**src/rtl/dbs_pkg.sv**
```systemverilog
package dbs_pkg;
    localparam int LANES  = 4;
    localparam int BYTE_W = 8;
    localparam int DATA_W = LANES * BYTE_W;
    localparam int CNT_W  = $clog2(LANES) + 1;
    localparam int IDX_W  = $clog2(LANES);

    typedef enum logic [2:0] {
        ST_IDLE,
        ST_ADDR,
        ST_DATA,
        ST_TERM,
        ST_DONE
    } dbs_state_t;

    localparam logic [1:0] ACK_W32  = 2'b00;
    localparam logic [1:0] ACK_W16  = 2'b01;
    localparam logic [1:0] ACK_W8   = 2'b10;
    localparam logic [1:0] ACK_WAIT = 2'b11;

    typedef logic [LANES-1:0][BYTE_W-1:0] lane_bytes_t;

    function automatic logic [CNT_W-1:0] port_bytes(input logic [1:0] code);
        unique case (code)
            ACK_W32: port_bytes = CNT_W'(4);
            ACK_W16: port_bytes = CNT_W'(2);
            default: port_bytes = CNT_W'(1);
        endcase
    endfunction
endpackage

```
**src/rtl/dbs_lane_steer.sv**
```systemverilog
module dbs_lane_steer
    import dbs_pkg::*;
(
    input  logic [1:0]       addr_lo,
    input  logic [CNT_W-1:0] rem,
    input  logic [IDX_W-1:0] idx,
    input  logic [1:0]       ack,
    input  logic [DATA_W-1:0] din,
    input  lane_bytes_t      wbytes,
    output logic [CNT_W-1:0] acc,
    output lane_bytes_t      rd_bytes,
    output logic [DATA_W-1:0] dout
);
    logic [1:0]       off;
    logic [CNT_W-1:0] room;
    logic [BYTE_W-1:0] lane_in [LANES];

    always_comb begin
        unique case (ack)
            ACK_W32: off = addr_lo;
            ACK_W16: off = {1'b0, addr_lo[0]};
            default: off = 2'b00;
        endcase
        room = port_bytes(ack) - CNT_W'(off);
        acc  = (room < rem) ? room : rem;
    end

    for (genvar j = 0; j < LANES; j++) begin : g_lane
        assign lane_in[j] = din[DATA_W-1-BYTE_W*j -: BYTE_W];

        logic [1:0] rd_sel;
        assign rd_sel      = off + 2'(j);
        assign rd_bytes[j] = lane_in[rd_sel];

        logic [1:0] w_off;
        logic [1:0] w_sel;
        always_comb begin
            if (2'(j) >= addr_lo)
                w_off = 2'(j) - addr_lo;
            else if (j < 2 && 2'(j) >= {1'b0, addr_lo[0]})
                w_off = 2'(j) - {1'b0, addr_lo[0]};
            else
                w_off = 2'b00;
            w_sel = idx + w_off;
        end
        assign dout[DATA_W-1-BYTE_W*j -: BYTE_W] = wbytes[w_sel];
    end
endmodule

```
**src/rtl/dbs_assemble.sv**
```systemverilog
module dbs_assemble
    import dbs_pkg::*;
(
    input  logic              clk,
    input  logic              rst_n,
    input  logic              clear,
    input  logic              capture,
    input  logic [IDX_W-1:0]  idx,
    input  logic [CNT_W-1:0]  acc,
    input  lane_bytes_t       rd_bytes,
    input  logic [CNT_W-1:0]  nbytes,
    output logic [DATA_W-1:0] rdata
);
    lane_bytes_t buf_q;

    always_ff @(posedge clk or negedge rst_n) begin
        if (!rst_n) begin
            buf_q <= '0;
        end else if (clear) begin
            buf_q <= '0;
        end else if (capture) begin
            for (int i = 0; i < LANES; i++) begin
                if (CNT_W'(i) < acc)
                    buf_q[idx + IDX_W'(i)] <= rd_bytes[i];
            end
        end
    end

    always_comb begin
        rdata = '0;
        for (int p = 0; p < LANES; p++) begin
            if (CNT_W'(p) < nbytes)
                rdata[BYTE_W*p +: BYTE_W] = buf_q[IDX_W'(nbytes - CNT_W'(1) - CNT_W'(p))];
        end
    end
endmodule

```
**src/rtl/dyn_bus_sizer.sv**
```systemverilog
module dyn_bus_sizer
    import dbs_pkg::*;
#(
    parameter int ADDR_W = 32
) (
    input  logic              clk,
    input  logic              rst_n,
    input  logic              req_valid,
    input  logic              req_write,
    input  logic [1:0]        req_size,
    input  logic [ADDR_W-1:0] req_addr,
    input  logic [31:0]       req_wdata,
    output logic              busy,
    output logic              done,
    output logic [31:0]       rdata,
    output logic              bus_strobe,
    output logic              bus_write,
    output logic [ADDR_W-1:0] bus_addr,
    output logic [1:0]        bus_siz,
    output logic [31:0]       bus_dout,
    input  logic [31:0]       bus_din,
    input  logic [1:0]        bus_ack
);
    dbs_state_t state_q, state_d;

    logic [ADDR_W-1:0] addr_q;
    logic [CNT_W-1:0]  rem_q, n_q, acc, req_n;
    logic [IDX_W-1:0]  idx_q;
    logic              wr_q;
    lane_bytes_t       wb_q, wb_load, rd_bytes;
    logic              start, accept;

    assign start  = (state_q == ST_IDLE) && req_valid;
    assign accept = (state_q == ST_DATA) && (bus_ack != ACK_WAIT);
    assign req_n  = (req_size == 2'b00) ? CNT_W'(4) : CNT_W'(req_size);

    // State register
    always_ff @(posedge clk or negedge rst_n) begin
        if (!rst_n) state_q <= ST_IDLE;
        else        state_q <= state_d;
    end

    // Next state
    always_comb begin
        state_d = state_q;
        unique case (state_q)
            ST_IDLE: if (req_valid) state_d = ST_ADDR;
            ST_ADDR: state_d = ST_DATA;
            ST_DATA: if (bus_ack != ACK_WAIT) state_d = ST_TERM;
            ST_TERM: state_d = (rem_q == '0) ? ST_DONE : ST_ADDR;
            ST_DONE: state_d = ST_IDLE;
            default: state_d = ST_IDLE;
        endcase
    end

    // Outputs from state
    always_comb begin
        busy       = 1'b1;
        done       = 1'b0;
        bus_strobe = 1'b0;
        unique case (state_q)
            ST_IDLE: busy = 1'b0;
            ST_ADDR: bus_strobe = 1'b1;
            ST_DATA: bus_strobe = 1'b1;
            ST_TERM: bus_strobe = 1'b0;
            ST_DONE: done = 1'b1;
            default: busy = 1'b0;
        endcase
    end

    assign bus_write = wr_q & bus_strobe;
    assign bus_addr  = addr_q;
    assign bus_siz   = rem_q[1:0];

    // Left-justify the write operand by address order
    always_comb begin
        int b;
        wb_load = '0;
        for (int k = 0; k < LANES; k++) begin
            b = int'(req_n) - 1 - k;
            if (b >= 0)
                wb_load[k] = req_wdata[BYTE_W*b +: BYTE_W];
        end
    end

    // Transfer bookkeeping
    always_ff @(posedge clk or negedge rst_n) begin
        if (!rst_n) begin
            addr_q <= '0;
            rem_q  <= '0;
            n_q    <= '0;
            idx_q  <= '0;
            wr_q   <= 1'b0;
            wb_q   <= '0;
        end else if (start) begin
            addr_q <= req_addr;
            rem_q  <= req_n;
            n_q    <= req_n;
            idx_q  <= '0;
            wr_q   <= req_write;
            wb_q   <= wb_load;
        end else if (accept) begin
            addr_q <= addr_q + ADDR_W'(acc);
            rem_q  <= rem_q - acc;
            idx_q  <= idx_q + IDX_W'(acc);
        end
    end

    dbs_lane_steer u_steer (
        .addr_lo  (addr_q[1:0]),
        .rem      (rem_q),
        .idx      (idx_q),
        .ack      (bus_ack),
        .din      (bus_din),
        .wbytes   (wb_q),
        .acc      (acc),
        .rd_bytes (rd_bytes),
        .dout     (bus_dout)
    );

    dbs_assemble u_asm (
        .clk      (clk),
        .rst_n    (rst_n),
        .clear    (start),
        .capture  (accept && !wr_q),
        .idx      (idx_q),
        .acc      (acc),
        .rd_bytes (rd_bytes),
        .nbytes   (n_q),
        .rdata    (rdata)
    );

    AST_WAIT_HOLDS: assert property (@(posedge clk) disable iff (!rst_n)
        (state_q == ST_DATA && bus_ack == ACK_WAIT) |=> (bus_strobe && $stable(bus_addr) && $stable(bus_siz)));
    AST_STROBE_TWO: assert property (@(posedge clk) disable iff (!rst_n)
        $rose(bus_strobe) |=> bus_strobe);
    AST_IDLE_QUIET: assert property (@(posedge clk) disable iff (!rst_n)
        !busy |-> !bus_strobe);
    AST_ACC_BOUND: assert property (@(posedge clk) disable iff (!rst_n)
        accept |-> (acc != '0 && acc <= rem_q));
    AST_LIVE_SIZE: assert property (@(posedge clk) disable iff (!rst_n)
        bus_strobe |-> (rem_q != '0));
    AST_DONE_PULSE: assert property (@(posedge clk) disable iff (!rst_n)
        done |=> !done);
endmodule

```
**config.mk**
```make
export PLATFORM = sky130hd
export DESIGN_NAME = dyn_bus_sizer
export DESIGN_NICKNAME = d
export VERILOG_FILES = /design/src/rtl/dbs_pkg.sv /design/src/rtl/dbs_lane_steer.sv /design/src/rtl/dbs_assemble.sv /design/src/rtl/dyn_bus_sizer.sv
export SDC_FILE = /design/constraint.sdc
export NUM_CORES = 1
export LEC_CHECK = 0
export CAP_MARGIN = 20
export CELL_PAD_IN_SITES_DETAIL_PLACEMENT = 0
export CELL_PAD_IN_SITES_GLOBAL_PLACEMENT = 1
export CORE_ASPECT_RATIO = 1.1
export CORE_MARGIN = 1.5
export CORE_UTILIZATION = 43
export DETAILED_ROUTE_END_ITERATION = 12
export PLACE_DENSITY_LB_ADDON = 0.1
export SYNTH_ARGS = -nofsm -noshare
export SYNTH_HDL_FRONTEND = slang
export SYNTH_SLANG_ARGS = --single-unit
export TNS_END_PERCENT = 10
```
**constraint.sdc**
```tcl
create_clock -name clk -period 14.15 [get_ports clk]
set_input_delay 2.83 -clock clk [delete_from_list [all_inputs] [get_ports clk]]
set_output_delay 2.83 -clock clk [all_outputs]
set_load 0.02 [all_outputs]
```
# After elaboration in Yosys (flattened, before gate mapping)
# Index checks and enable logic that the tools add are counted.
# totals
word_cells,196
reg_bits,108
in_bits,104
out_inout_bits,102
# classes
bitwise_logic,5
order_cmp,38
n_eq_ne,8
n_shift,4
muxes,82
n_reduce_logical,17
add_sub_neg,28
# ops
operator,n
32-bit 2-to-1 mux,14
8-bit 2-to-1 mux,28
8-bit binary-select mux with 2-bit select,12
32-bit bitwise mux,4
8-bit demux with 2-bit select,4
"32-bit by 1-bit >= comparator with 1-bit output, second input constant",2
32-bit by 32-bit variable part select with 8-bit output,2
"2-bit by 3-bit less-than comparator with 1-bit output, second input constant",12
32-bit by 3-bit adder with 32-bit output,1
32-bit by 7-bit variable part select with 8-bit output,1
32-bit by 8-bit variable part select with 8-bit output,1
3-bit 2-to-1 mux,7
2-bit 2-to-1 mux,7
"3-bit >= comparator, second input constant",4
"1-bit by 3-bit less-than comparator with 1-bit output, first input constant",4
"2-bit by 3-bit less-than comparator with 1-bit output, first input constant",4
2-bit NOT with 3-bit output,4
3-bit case mux with 4 select lines,1
2-bit adder,5
"4-bit by 3-bit subtractor with 5-bit output, second input constant",2
"2-bit adder, second input constant",4
"2-bit by 1-bit >= comparator with 1-bit output, second input constant",4
1-bit logical AND,7
"3-bit by 2-bit equality test with 1-bit output, second input constant",2
32 further kinds,46

# Logic depth before layout (Yosys ltp)
# depth
depth_word,22
ltp_mapped,19
mapped_depth_nobuf,17

# Cells and area by module
# From an unflattened synthesis, not the netlist that was laid out.
# hier_totals
hier_cells,1129
area_unflattened_um2,10176.0
# modules_own_cells
mod,area_each_um2,cells_per_inst,n_inst
dyn_bus_sizer,4439.3,471,1
dbs_assemble,3797.4,486,1
dbs_lane_steer,1939.4,172,1

# Worst setup path before layout
# Ideal clock, no wire load.
# synth_path
path_type,input to register
start,in bus_ack[1]
end,reg addr_q[30] (netlist: bus_addr[30])
setup_time_ns,0.082
arrival_time_ns,7.070
required_ns,14.068
setup_slack_ns,6.998
path_stages,17
path_cell_list,or3b_1 > buf_2 > buf_1 > fa_1 > xnor2_1 > ha_1 > a21oi_1 > o21ai_0 > o21ai_0 > ha_1 > fa_1 > a21o_1 > or4b_4 > nor4_2 > nand2_1 > or2_0 > a31oi_1
# synth_via
elab_chain_cells,8
# synth_rtl
item,line_no,text
"start, declared",dyn_bus_sizer.sv:22,input logic [1:0] bus_ack
2-bit by 1-bit equality test with 1-bit output or 2-bit logical NOT (tied branches),"dbs_pkg.sv:24, dbs_lane_steer.sv:19",
3-bit case mux with 2 select lines or 2-bit case mux with 2 select lines (tied branches),"dbs_pkg.sv:24, dbs_lane_steer.sv:19",
3-bit by 2-bit subtractor with 3-bit output,dbs_lane_steer.sv:24,room = port_bytes(ack) - CNT_W'(off);
3-bit less-than comparator,dbs_lane_steer.sv:25,acc = (room < rem) ? room : rem;
3-bit 2-to-1 mux,dbs_lane_steer.sv:25,
32-bit by 3-bit adder with 32-bit output,dyn_bus_sizer.sv:103,addr_q <= addr_q + ADDR_W'(acc);
32-bit 2-to-1 mux,dyn_bus_sizer.sv:102,end else if (accept) begin
32-bit 2-to-1 mux,dyn_bus_sizer.sv:95,end else if (start) begin
"end signal, assigned",dyn_bus_sizer.sv:96,addr_q <= req_addr;
"end signal, assigned",dyn_bus_sizer.sv:103,
"end, declared",dyn_bus_sizer.sv:26,logic [ADDR_W-1:0] addr_q;
# Parallel ways exist; a longest one is shown, timed or not. The select of a mux whose other input is x is not followed.
# A chain may end at the register's enable or synchronous reset.

# Worst setup path in the final report
# Ends and elaborated chain as after synthesis.

==> flow_summary.ini <==
[final_layout]
drive_above_1_share_pct = 10.26
fill_cells = 2021
mostFrequentLayoutCells = 204 x clkdlybuf4s50_1, 141 x nand2_1, 107 x dfrtp_1
n_antenna_cell = 0
final_common_cell = clkdlybuf4s50_1
syn2layout_area_growth_pct = 26.20
layout.nets = 1338

[sta]
period_minus_slack_ns = 8.110
setup_ws_ns = 6.040
relSlewSlack_pct = 20.21
finalHoldViolCount = 0
setup_viol = 0
period_share_pct = 57.32
setup_tns_ns = 0
drv_slew = 0
clock_skew_ns = 0.008405
fmaxAchievable_mhz = 123.3
worst_pin_slew_ns = 1.188
rsz0062_at_grt = false

[clock_tree]
ctsResizeCount = 0
cts_setup_buffers = 0
clk_latency_ns = 0.37
cts_tree = yes
holdBufCountCts = 0
cts.htree.levels = 3
cts.clk_slew.worst_paths_ns = 0.08
cts_buffer_depth = 2
clkSinkCount = 108
root_buffer = clkbuf_16
cts_made_buffers = 9

[logic_synthesis]
synth_area_um2 = 9727
ys_seq_elements = 108
netlist_instances = 1056
syn_area_per_cell_um2 = 9.211
ys_seq_area_share_pct = 27.78
syn_nets = 1181
synthFlopType = dfrtp_1
synth_edf_count = 0
yosys_warnings = 1
async_flop_share_pct = 100.0
ys_types = 68

[routing]
viasPerCell = 6.243
drc_errors = 0
wl_per_cell_um = 21.62
drt_iter0_drc = 660
vias = 9446
drtAntennaViolNets = 0
firstDrtPassIters = 5
wl_um = 32710

[worst_setup_path]
crit_required_ns = 14.45
worst_setup_path_start_kind = primary input
crit_type = primary input to flop
cp-end-kind = flop
cp_data_arrival_time_ns = 8.41
crit_fanout = 24

[die]
coreArea_um2 = 22180
die_y_um = 160.7
io_pins = 206
rows = 57
die_area_um2 = 23530
start_util_pct = 43.85
die_w_um = 146.4

[pwr]
p_comb_share_pct = 69.1
pwr-share-clk_pct = 9.6
cellPowerDensity_nw_per_um2 = 257.3
swShare_pct = 49.45
p_sw_w = 0.001562
p_seq_share_pct = 21.3
ir_drop_mv = 0.1501
p_int_w = 0.001597
power_w = 0.003159
p_leak_nw = 4.910

[grt]
grt_pass1_wl_um = 51270
grt_overflow_total = 0
grt_pass1_vias = 9159
antenna_found_initial = 0
grtUsageTotal_pct = 27.79
grt_max_degree = 70

[hold_path]
min_path_type = flop to flop

[status]
status = completed

[flow_run]
drv_cap = 0

[placement]
pre_cts_slack_ns = 5.096
dp_hpwl_um = 23210
portBuffers = 205
gp_congestion = 0.8615
sequential cells by signal (all words and copies together), names as in the netlist:
signal       count
rem_q            3
wb_q            32
n_q              3
bus_addr        32
idx_q            2
wr_q             1
u_asm.buf_q     32
state_q          3
per-stage QoR:
stage,area [µm²],cells,hold WS [ns],util [%]
after global placement,11880,1492,0.5195,53.58
final,12280,1513,0.5588,55.35
after floorplan,9727,1056,0.4829,-
after CTS,12250,1510,0.5539,55.22
after global routing,12280,1513,0.5943,55.35
after detailed placement,11910,1494,0.5435,53.68
synthesized netlist by cell type, types with 5 or more instances:
master     number  area share [%]
xor2_1         13             1.2
nor3_1         37             1.9
nand4_1         7            0.45
a2bb2oi_1      11            0.99
and2_1          7            0.45
a211oi_1        9            0.69
nand2_1       141             5.4
mux4_2         51              12
mux2i_1        87             9.0
o211ai_1        8            0.62
buf_4           6            0.46
nand2b_1       10            0.64
o221ai_1       10            0.90
a22oi_1        30             2.3
buf_1          10            0.39
a31oi_1         6            0.39
o21ai_1         6            0.31
dfrtp_1       108              28
a22o_1         24             2.2
buf_2           8            0.41
nor2_1         83             3.2
clkbuf_1       43             1.7
a21oi_1        18            0.93
nand3_1        17            0.87
or4_1          21             1.6
a221oi_1       35             3.2
o21ai_0        89             4.6
and3_1          5            0.32
nor2b_1        13            0.84
o311ai_0        6            0.54
nor4_1          5            0.32
inv_1          17            0.66
ha_1           18             2.3
mux2_2         17             2.0
o21a_1          5            0.39
o211a_1        10             1.0
xnor2_1        11            0.99
metal layers:
layer,track usage (%),vias up,part of all wire [%]
met3,4.347,72,6.0
met5,0,-,0
met2,47.76,377,51
met1,34.41,4612,39
li1,-,4385,-
met4,12.53,0,4.1
worst max-delay path, stage by stage:
cell,delay [ns]
clkdlybuf4s50_1,0.54
or3b_1,0.81
fa_1,0.57
xnor2_1,0.28
ha_1,0.34
a21oi_1,0.38
o21ai_0,0.19
o21ai_0,0.40
ha_1,0.28
fa_1,0.22
a21o_1,0.18
or4b_4,0.50
nor4_2,0.39
nand2_1,0.11
or2_0,0.22
a31oi_1,0.16
path summary, 6_finish.rpt:
| path | start | endpoint | slack (ns) | cells past startpoint |
|---|---|---|---|---|
| setup / recovery | bus_ack[1] | bus_addr[30] | 6.04 | 16 |
| hold / removal | wb_q[16] | wb_q[16] | 0.56 | 2 |
| setup reg to reg | bus_addr[1] | bus_addr[30] | 8.46 | 15 |
| hold reg to reg | wb_q[16] | wb_q[16] | 0.56 | 2 |
| max in group asynchronous | rst_n | n_q[1] | 10.34 | 2 |
| min in group asynchronous | rst_n | wb_q[12] | 2.63 | 1 |
power groups by stage:
| stage | clock (W) | sequential, W | combinational (W) |
|---|---|---|---|
| 4_1_cts | 0.000307 | 0.000669 | 0.00218 |
| 6_report | 0.000304 | 0.000673 | 0.00218 |
| 3_3_place_gp | 0 | 0.000669 | 0.00215 |
| 5_1_grt | 0.000319 | 0.000699 | 0.00235 |
| 3_5_place_dp | 0 | 0.000673 | 0.00217 |
| 2_1_floorplan | 0 | 0.000618 | 0.00144 |
cell type report:
class / instances / area, µm² / area share, %
inverter: 19 / 71.32 / 0.5810
sequential: 108 / 2704 / 22.03
tap: 295 / 369.1 / 3.007
clock buffer: 9 / 225.2 / 1.835
timing repair buffer: 217 / 2152 / 17.53
multi-input combinational: 858 / 6638 / 54.07
clock inverter: 7 / 116.4 / 0.9479
kinds of logic (layout without fill, tap and decap cells):
group	Yosys count	in the layout	synth area share [%]
AOI/OAI and AO/OA	290	290	21.78
xor gates and xnor gates	24	24	2.161
adders and majority gates	21	21	2.933
buffers and inverters	90	252	4.116
DFF	108	108	27.78
muxes	156	156	22.96
and+or+nand+nor	367	367	18.27
(Power assumes the default switching activity.)
